<file path="src/rtl/keyed_cfg_pkg.sv">
package keyed_cfg_pkg;

    typedef enum logic [1:0] {
        ST_LOCKED  = 2'd0,
        ST_KEY_ONE = 2'd1,
        ST_OPEN    = 2'd2
    } lock_state_t;

    localparam logic [7:0] EXIT_BYTE   = 8'hAA;
    localparam logic [7:0] LOCKED_READ = 8'hFF;

    localparam logic [7:0] RA_DEV_SEL  = 8'h07;
    localparam logic [7:0] RA_CHIP_LO  = 8'h20;
    localparam logic [7:0] RA_CHIP_HI  = 8'h21;
    localparam logic [7:0] RA_VEND_A   = 8'h23;
    localparam logic [7:0] RA_VEND_B   = 8'h24;
    localparam logic [7:0] RA_BASE_HI  = 8'h60;
    localparam logic [7:0] RA_BASE_LO  = 8'h61;
    localparam logic [7:0] RA_LINE_CTL = 8'hF0;

    localparam logic [7:0] VEND_A_VAL  = 8'h19;
    localparam logic [7:0] VEND_B_VAL  = 8'h34;

    // RS485 flag positions inside the control byte
    localparam int CTL_LSB = 2;
    localparam int CTL_W   = 4;

endpackage

</file>
<file path="src/rtl/keyed_cfg_unlock.sv">
module keyed_cfg_unlock
    import keyed_cfg_pkg::*;
#(
    parameter logic [7:0] KEY = 8'h87
) (
    input  logic       clk,
    input  logic       rst_n,
    input  logic       ptr_wr,
    input  logic [7:0] wdata,
    output logic       cfg_open,
    output logic       ptr_load
);

    lock_state_t state_q, state_d;

    always_ff @(posedge clk or negedge rst_n) begin
        if (!rst_n) state_q <= ST_LOCKED;
        else        state_q <= state_d;
    end

    always_comb begin
        state_d = state_q;
        unique case (state_q)
            ST_LOCKED:  if (ptr_wr && wdata == KEY) state_d = ST_KEY_ONE;
            ST_KEY_ONE: if (ptr_wr) state_d = (wdata == KEY) ? ST_OPEN : ST_LOCKED;
            ST_OPEN:    if (ptr_wr && wdata == EXIT_BYTE) state_d = ST_LOCKED;
            default:    state_d = ST_LOCKED;
        endcase
    end

    always_comb begin
        cfg_open = 1'b0;
        ptr_load = 1'b0;
        unique case (state_q)
            ST_LOCKED, ST_KEY_ONE: cfg_open = 1'b0;
            ST_OPEN: begin
                cfg_open = 1'b1;
                ptr_load = ptr_wr && (wdata != EXIT_BYTE);
            end
            default: cfg_open = 1'b0;
        endcase
    end

endmodule

</file>
<file path="src/rtl/keyed_cfg_bank.sv">
module keyed_cfg_bank
    import keyed_cfg_pkg::*;
#(
    parameter logic [15:0] BASE_RST = 16'h03F8
) (
    input  logic             clk,
    input  logic             rst_n,
    input  logic             lo_we,
    input  logic             hi_we,
    input  logic             ctl_we,
    input  logic [7:0]       wdata,
    output logic [15:0]      base,
    output logic [CTL_W-1:0] ctl
);

    always_ff @(posedge clk or negedge rst_n) begin
        if (!rst_n) begin
            base <= BASE_RST;
            ctl  <= '0;
        end else begin
            if (lo_we)  base[7:0]  <= wdata;
            if (hi_we)  base[15:8] <= wdata;
            if (ctl_we) ctl        <= wdata[CTL_LSB +: CTL_W];
        end
    end

endmodule

</file>
<file path="src/rtl/keyed_cfg_port.sv">
module keyed_cfg_port
    import keyed_cfg_pkg::*;
#(
    parameter logic [7:0]  KEY           = 8'h87,
    parameter logic [15:0] CHIP_ID       = 16'h1602,
    parameter int          NUM_DEV       = 4,
    parameter logic [16*NUM_DEV-1:0] BASE_DEFAULTS = 64'h02E8_03E8_02F8_03F8
) (
    input  logic                  clk,
    input  logic                  rst_n,
    input  logic                  acc_off,
    input  logic                  wr_en,
    input  logic [7:0]            wdata,
    output logic [7:0]            rdata,
    output logic                  cfg_open,
    output logic [16*NUM_DEV-1:0] dev_base,
    output logic [NUM_DEV-1:0]    dev_rts_inv,
    output logic [NUM_DEV-1:0]    dev_auto_dir,
    output logic [NUM_DEV-1:0]    dev_rx_wait,
    output logic [NUM_DEV-1:0]    dev_tx_wait
);

    localparam int SEL_W = (NUM_DEV > 1) ? $clog2(NUM_DEV) : 1;

    logic             ptr_wr, data_wr, ptr_load;
    logic [7:0]       ptr_q;
    logic [SEL_W-1:0] sel_q;
    logic [15:0]      base_arr [NUM_DEV];
    logic [CTL_W-1:0] ctl_arr  [NUM_DEV];
    logic [15:0]      sel_base;
    logic [CTL_W-1:0] sel_ctl;

    assign ptr_wr  = wr_en && !acc_off;
    assign data_wr = wr_en && acc_off && cfg_open;

    keyed_cfg_unlock #(.KEY(KEY)) unlock_i (
        .clk      (clk),
        .rst_n    (rst_n),
        .ptr_wr   (ptr_wr),
        .wdata    (wdata),
        .cfg_open (cfg_open),
        .ptr_load (ptr_load)
    );

    always_ff @(posedge clk or negedge rst_n) begin
        if (!rst_n) begin
            ptr_q <= '0;
            sel_q <= '0;
        end else begin
            if (ptr_load) ptr_q <= wdata;
            if (data_wr && ptr_q == RA_DEV_SEL) sel_q <= wdata[SEL_W-1:0];
        end
    end

    for (genvar g = 0; g < NUM_DEV; g++) begin : g_bank
        logic hit;
        assign hit = data_wr && (sel_q == SEL_W'(g));
        keyed_cfg_bank #(.BASE_RST(BASE_DEFAULTS[16*g +: 16])) bank_i (
            .clk    (clk),
            .rst_n  (rst_n),
            .lo_we  (hit && ptr_q == RA_BASE_LO),
            .hi_we  (hit && ptr_q == RA_BASE_HI),
            .ctl_we (hit && ptr_q == RA_LINE_CTL),
            .wdata  (wdata),
            .base   (base_arr[g]),
            .ctl    (ctl_arr[g])
        );
        assign dev_base[16*g +: 16] = base_arr[g];
        assign dev_tx_wait[g]  = ctl_arr[g][0];
        assign dev_rx_wait[g]  = ctl_arr[g][1];
        assign dev_auto_dir[g] = ctl_arr[g][2];
        assign dev_rts_inv[g]  = ctl_arr[g][3];
    end

    assign sel_base = base_arr[sel_q];
    assign sel_ctl  = ctl_arr[sel_q];

    always_comb begin
        rdata = 8'h00;
        if (!cfg_open) begin
            rdata = LOCKED_READ;
        end else begin
            case (ptr_q)
                RA_DEV_SEL:  rdata = {{(8-SEL_W){1'b0}}, sel_q};
                RA_CHIP_LO:  rdata = CHIP_ID[7:0];
                RA_CHIP_HI:  rdata = CHIP_ID[15:8];
                RA_VEND_A:   rdata = VEND_A_VAL;
                RA_VEND_B:   rdata = VEND_B_VAL;
                RA_BASE_HI:  rdata = sel_base[15:8];
                RA_BASE_LO:  rdata = sel_base[7:0];
                RA_LINE_CTL: rdata = {2'b00, sel_ctl, 2'b00};
                default:     rdata = 8'h00;
            endcase
        end
    end

endmodule

</file>
<file path="config.mk">
export PLATFORM = sky130hd
export DESIGN_NAME = keyed_cfg_port
export DESIGN_NICKNAME = d
export VERILOG_FILES = /design/src/rtl/keyed_cfg_pkg.sv /design/src/rtl/keyed_cfg_unlock.sv /design/src/rtl/keyed_cfg_bank.sv /design/src/rtl/keyed_cfg_port.sv
export SDC_FILE = /design/constraint.sdc
export NUM_CORES = 1
export LEC_CHECK = 0
export ABC_CLOCK_PERIOD_IN_PS = 2950
export BUFFER_PORTS_ARGS = -buffer_cell sky130_fd_sc_hd__buf_2
export CAP_MARGIN = 20
export CORE_AREA = 2 2 127 129
export DETAILED_ROUTE_END_ITERATION = 8
export DIE_AREA = 0 0 129 131
export PLACE_DENSITY_LB_ADDON = 0.12
export SLEW_MARGIN = 20
export SYNTH_ARGS = -nofsm -noshare
export SYNTH_HDL_FRONTEND = slang
export SYNTH_SLANG_ARGS = --single-unit
</file>
<file path="constraint.sdc">
create_clock -name clk -period 2.95 [get_ports clk]
set_input_delay 0.1475 -clock clk [delete_from_list [all_inputs] [get_ports clk]]
set_output_delay 0.1475 -clock clk [all_outputs]
set_load 0.1 [all_outputs]
</file>
Word-level counts from Yosys, hierarchy flattened
Cells that the tools add are included.
{"block": "word_totals", "register_bits": 92, "latchBits": 0, "ramBits": 0, "mem_bits_ro": 0, "output_inout_bits": 89, "word_cells": 78, "n_memories": 0}
{"block": "op_classes", "n_addsub": 0, "multipliers": 0, "div_mod_pow": 0, "magnitude_cmp": 1, "n_eq_ne": 19, "n_shift": 0, "n_mux": 15, "bitwise_logic": 1, "reduce_logical": 27}
{"cell": "$pmux 8 s8", "count": 1}
{"cell": "$bmux 16 s2", "count": 1}
{"cell": "$eq 8x6->1 const B", "count": 4}
{"cell": "$mux 16", "count": 2}
{"cell": "$eq 8x8->1 const B", "count": 3}
{"cell": "$logic_and 1x1->1", "count": 23}
{"cell": "$eq 8x7->1 const B", "count": 2}
{"cell": "$bmux 4 s2", "count": 1}
{"cell": "$eq 8x3->1 const B", "count": 1}
{"cell": "$mux 2", "count": 4}
{"cell": "$mux 4", "count": 2}
{"cell": "$mux 8", "count": 1}
{"cell": "$ne 8x8->1 const B", "count": 1}
{"cell": "$eq 2x2->1 const B", "count": 3}
{"cell": "$ne 2x1->1 const B", "count": 3}
{"cell": "$pmux 2 s3", "count": 1}
{"cell": "$eq 2x1->1 const B", "count": 2}
{"cell": "$logic_not 2->1", "count": 2}
{"cell": "$ge 3x3->1 const B", "count": 1}
{"cell": "$not 2->3", "count": 1}
{"cell": "$reduce_and 3->1", "count": 1}
{"cell": "$mux 1", "count": 2}
{"cell": "$logic_not 1->1", "count": 1}

Longest topological paths before layout
{"block": "depth", "word_depth": 6, "ltp_mapped": 6, "depth_no_buf": 4}

Hierarchy
A second synthesis with hierarchy kept.
{"block": "unflattened", "cells_unflattened": 311, "hier_area_um2": 4728.3}
{"module": "keyed_cfg_bank (g_bank[1].bank_i ...)", "instances": 2, "cells_per_inst": 42, "area_each_um2": 815.8, "seq_area_each_um2": 508.0}
{"module": "keyed_cfg_port", "instances": 1, "cells_per_inst": 130, "area_each_um2": 1327.5, "seq_area_each_um2": 250.2}
{"module": "keyed_cfg_bank (g_bank[0].bank_i)", "instances": 1, "cells_per_inst": 42, "area_each_um2": 817.0, "seq_area_each_um2": 509.2}
{"module": "keyed_cfg_bank (g_bank[3].bank_i)", "instances": 1, "cells_per_inst": 42, "area_each_um2": 814.5, "seq_area_each_um2": 506.7}
{"module": "keyed_cfg_unlock", "instances": 1, "cells_per_inst": 13, "area_each_um2": 137.6, "seq_area_each_um2": 50.0}

Worst setup path after synthesis
OpenSTA, ideal clock, no wires.
{"block": "synth_timing", "path_kind": "register -> output", "startpoint": "reg g_bank[1].bank_i.base[8]", "endpoint": "out rdata[0]", "arrival_time_ps": 4881, "t_required_ps": 2803, "path_slack_ps": -2079, "stages_incl_launch_ff": 4, "path_buffers": 0, "cell_sequence": "dfrtp_1 -> mux4_2 -> a32oi_1 -> o311ai_0"}
{"block": "synth_between", "elab_chain_cells": 5}
{"item": "start, declared", "line_no": "keyed_cfg_bank.sv:12", "source": "output logic [15:0] base,"}
{"item": "start signal, assigned", "line_no": "keyed_cfg_bank.sv:22", "source": "if (hi_we) base[15:8] <= wdata;"}
{"item": "$bmux 16 s2", "line_no": "keyed_cfg_port.sv:75", "source": "assign sel_base = base_arr[sel_q];"}
{"item": "$mux 16 (implied by the code) (2 in series)", "line_no": "keyed_cfg_port.sv:75"}
{"item": "$pmux 8 s8", "line_no": "keyed_cfg_port.sv:83", "source": "case (ptr_q)"}
{"item": "$mux 8", "line_no": "keyed_cfg_port.sv:80", "source": "if (!cfg_open) begin"}
{"item": "end, declared", "line_no": "keyed_cfg_port.sv:14", "source": "output logic [7:0] rdata,"}
No other way between the ends. The select of a mux whose other input is x is not followed.

Final worst setup path
{"block": "layout_timing", "startpoint": "reg sel_q[1]", "endpoint": "out rdata[4]"}
{"block": "layout_between", "elab_chain_cells": 6, "word_cells_on_any_way": 9, "cone_classes": "mux (8); bitwise (1)"}
{"item": "start, declared", "line_no": "keyed_cfg_port.sv:27", "source": "logic [SEL_W-1:0] sel_q;"}
{"item": "start signal, assigned", "line_no": "keyed_cfg_port.sv:51", "source": "if (data_wr && ptr_q == RA_DEV_SEL) sel_q <= wdata[SEL_W-1:0];"}
{"item": "$not 2->3 (implied by the code) (*)", "line_no": "keyed_cfg_port.sv:75, keyed_cfg_port.sv:76"}
{"item": "$bmux 4 s2 or $bmux 16 s2 (tied branches)", "line_no": "keyed_cfg_port.sv:76, keyed_cfg_port.sv:75"}
{"item": "$mux 4 (implied by the code) or $mux 16 (tied branches) (2 in series)", "line_no": "keyed_cfg_port.sv:76, keyed_cfg_port.sv:75"}
{"item": "$pmux 8 s8 (*)", "line_no": "keyed_cfg_port.sv:83"}
{"item": "$mux 8 (*)", "line_no": "keyed_cfg_port.sv:80"}
Every way passes the cells marked *; elsewhere a longest branch is shown, timed or not. The select of a mux whose other input is x is not followed.

==> flow_summary.json <==
{
  "status": "completed",
  "ys_seq_elements": 92,
  "hold_viol": 0,
  "relSlewSlack_pct": 46.9,
  "drv_cap": 0,
  "hp-class": "in2reg",
  "finalClockSkew_ns": 0.00649,
  "insertion_delay_ns": 0.35,
  "synth_cells": 298,
  "vias": 3053,
  "power_leakage_uw": 0.00271,
  "setup_viol": 0,
  "dpl.cell_count": 605,
  "cts_setup_buffers": 0,
  "final_cell_count_no_fill": 622,
  "cp.depth": 5,
  "ys_async_sr_fraction_pct": 100,
  "max_freq_mhz": 350,
  "worstHoldPathCells": 2,
  "rows": 46,
  "ff_latch_area_mm2": 0.00234,
  "fillerInstances": 1530,
  "antenna_found_initial": 0,
  "fp.dieArea_mm2": 0.0169,
  "antenna_left": 0,
  "firstDrtPassIters": 4,
  "ys_warn_count": 0,
  "antenna_cells": 0,
  "synth_top_cell_by_area": "dfrtp_1",
  "core_region_area_mm2": 0.0156,
  "clk_path_buf_depth": 2,
  "crit_chain": "buf_4, mux4_2, and2_1, a2111o_1, buf_2",
  "critPathTopFamily": "flip-flops",
  "yosysSeqAreaShare_pct": 51.1,
  "required_ns": 2.80,
  "path_class": "reg2out",
  "die_y_um": 131,
  "synth_cell_types": 47,
  "wl_per_cell_um": 21.1,
  "crit_arrival_ns": 2.71,
  "synth_top_area_share_pct": 37.3,
  "cts.sinks": 92,
  "drive_gt1_share_pct": 66.5,
  "synth.avg_cell_area_um2": 15.3,
  "start_util_pct": 29.3,
  "syn_area_mm2": 0.00457,
  "slew_viol_final": 0,
  "dp_hpwl_um": 9380,
  "wl_met2_um": 6480,
  "grt_max_degree": 56,
  "syn-num-nets": 310,
  "io_pins": 101,
  "setup_tns_ns": 0,
  "nNetsFinal": 413,
  "wirelength_um": 13200,
  "viasPerCell": 4.91,
  "drc": 0,
  "post-route-min-period_ns": 2.86,
  "routed.top_layer": "met4",
  "io_buffers": 100,
  "grt_pass1_vias": 3212,
  "netlist_top_cells_area": "dfrtp_1 37%, mux2_2 20%, dfstp_2 14%",
  "multiInputGateArea_mm2": 0.00212,
  "clkSlewWorstSetupHoldPaths_ns": 0.06,
  "synthToLayoutAreaGrowth_pct": 23.7,
  "drtIter0Drc": 126,
  "wl_met1_um": 5770,
  "p_per_area_mw_per_mm2": 454,
  "grt_pass1_wl_um": 20000,
  "crit_buf_inv": 2,
  "clockRootBuffer": "clkbuf_16",
  "rsz0062_at_grt": "false",
  "reg2reg_depth": 3,
  "htree_levels": 3,
  "track_usage_pct": 16.4,
  "cpMaxStageDelayCell": "dfrtp_1",
  "endpoint_kind": "output port",
  "synth_top_flop_cell": "dfrtp_1",
  "die-width_um": 129,
  "ir_drop_uv": 227,
  "tritoncts": "built",
  "grt-ovfl-total": 0,
  "path_max_fanout": 16,
  "wl_met3_um": 522,
  "min_period_over_period_pct": 96.9,
  "place_congestion": 0.771,
  "numCtsBuffers": 9,
  "crit_path_max_incr_delay_ns": 0.86,
  "startpoint_type": "flop",
  "synth_edf_count": 0,
  "max_slew.worst_pin.slew_ns": 0.797
}
[flip-flops by register name (all words and copies together) (netlist names)]
signal	cells
g_bank.bank_i.base	64
g_bank.bank_i.ctl	16
ptr_q	8
sel_q	2
unlock_i.state_q	2
[cells in the final DEF, fill, tap and decap left out, types with 4 or more instances in the layout]
cell	n
nand2_1	10
nand4_1	5
mux2_2	81
dfstp_2	22
mux4_2	16
nor2_4	6
nor2_1	6
dfrtp_1	66
clkbuf_16	9
mux2_4	8
buf_4	7
mux4_1	4
nand3_1	5
buf_2	98
[routing by layer]
layer | vias up | track usage (%)
li1 | 1356 | -
met1 | 1599 | 21.3
met2 | 77 | 26.6
met3 | 21 | 2.97
met4 | 0 | 7.67
met5 | - | 0
[area by class of cell]
class	count	area share (%)
multi-input cells	187	37.6
well taps	216	4.79
clock buffers	12	4.54
inverters	3	0.199
repair buffers	108	10.5
flip-flops and latches	92	41.5
clock inverters	4	0.842
[synthesized netlist by cell type (3+ instances only)]
master / number
nand3_1: 5
a22oi_1: 3
inv_1: 3
clkbuf_1: 6
nand4_1: 5
buf_6: 5
mux4_2: 16
nand3b_1: 3
nor2_1: 7
mux2_2: 81
dfrtp_1: 68
nand2_1: 10
nor2_4: 6
dfstp_2: 24
mux2_4: 8
o21ai_0: 4
mux4_1: 4
buf_2: 4
[path summary, 6_finish.rpt]
path | startpoint | endpoint | slack, ns
setup / recovery | sel_q[1]$_DFFE_PN0P_ | rdata[4] | 0.09
hold / removal | wdata[7] | g_bank[0].bank_i.base[7]$_DFFE_PN1P_ | 0.21
setup reg to reg | sel_q[1]$_DFFE_PN0P_ | g_bank[3].bank_i.ctl[0]$_DFFE_PN0P_ | 0.74
hold reg to reg | unlock_i.state_q[1]$_DFFE_PN0P_ | unlock_i.state_q[0]$_DFFE_PN0P_ | 0.45
max in group asynchronous | rst_n | g_bank[2].bank_i.base[3]$_DFFE_PN1P_ | 1.93
min in group asynchronous | rst_n | g_bank[2].bank_i.base[15]$_DFFE_PN0P_ | 0.31
[worst register-to-register path, stage by stage (launching register included)]
cell and delay, ns:
dfrtp_1 0.86, nand3_1 0.39, nor2_1 0.46, mux2_2 0.39
[power breakdown]
group          leakage (uW)  internal (uW)  total (uW)  switching, uW
Combinational       0.00137           22.1        87.3           65.2
Sequential          0.00119           1270        1270           7.54
Clock              0.000149            701        1200            499
[per-stage QoR]
step	area (um^2)	utilization (%)	total power (uW)	hold slack, ns	setup slack (ns)
2_1_floorplan	4580	-	1330	-0.148	-1.85
3_3_place_gp	5330	34.2	1390	0.164	0.486
3_5_place_dp	5330	34.2	1390	0.167	0.441
4_1_cts	5650	36.2	2600	0.205	0.0541
5_1_grt	5650	36.2	2670	0.230	0.00254
6_report	5650	36.2	2560	0.212	0.0919
[logic make-up after synthesis]
kind of cell | after synthesis | synth area share [%]
flip-flops | 92 | 51.1
AO/OA/AOI/OAI | 17 | 2.82
buffers and inverters | 19 | 2.58
multiplexers | 110 | 33.1
AND/OR/NAND/NOR | 60 | 10.5
[repair_timing]
action | CTS | global route
endpoints found under the hold margin | 24 | 0
resized for setup | 0 | 1
hold buffers | 1 | 0
endpoints found under the setup margin | 0 | 1
Power figures use the tool's default switching activity.
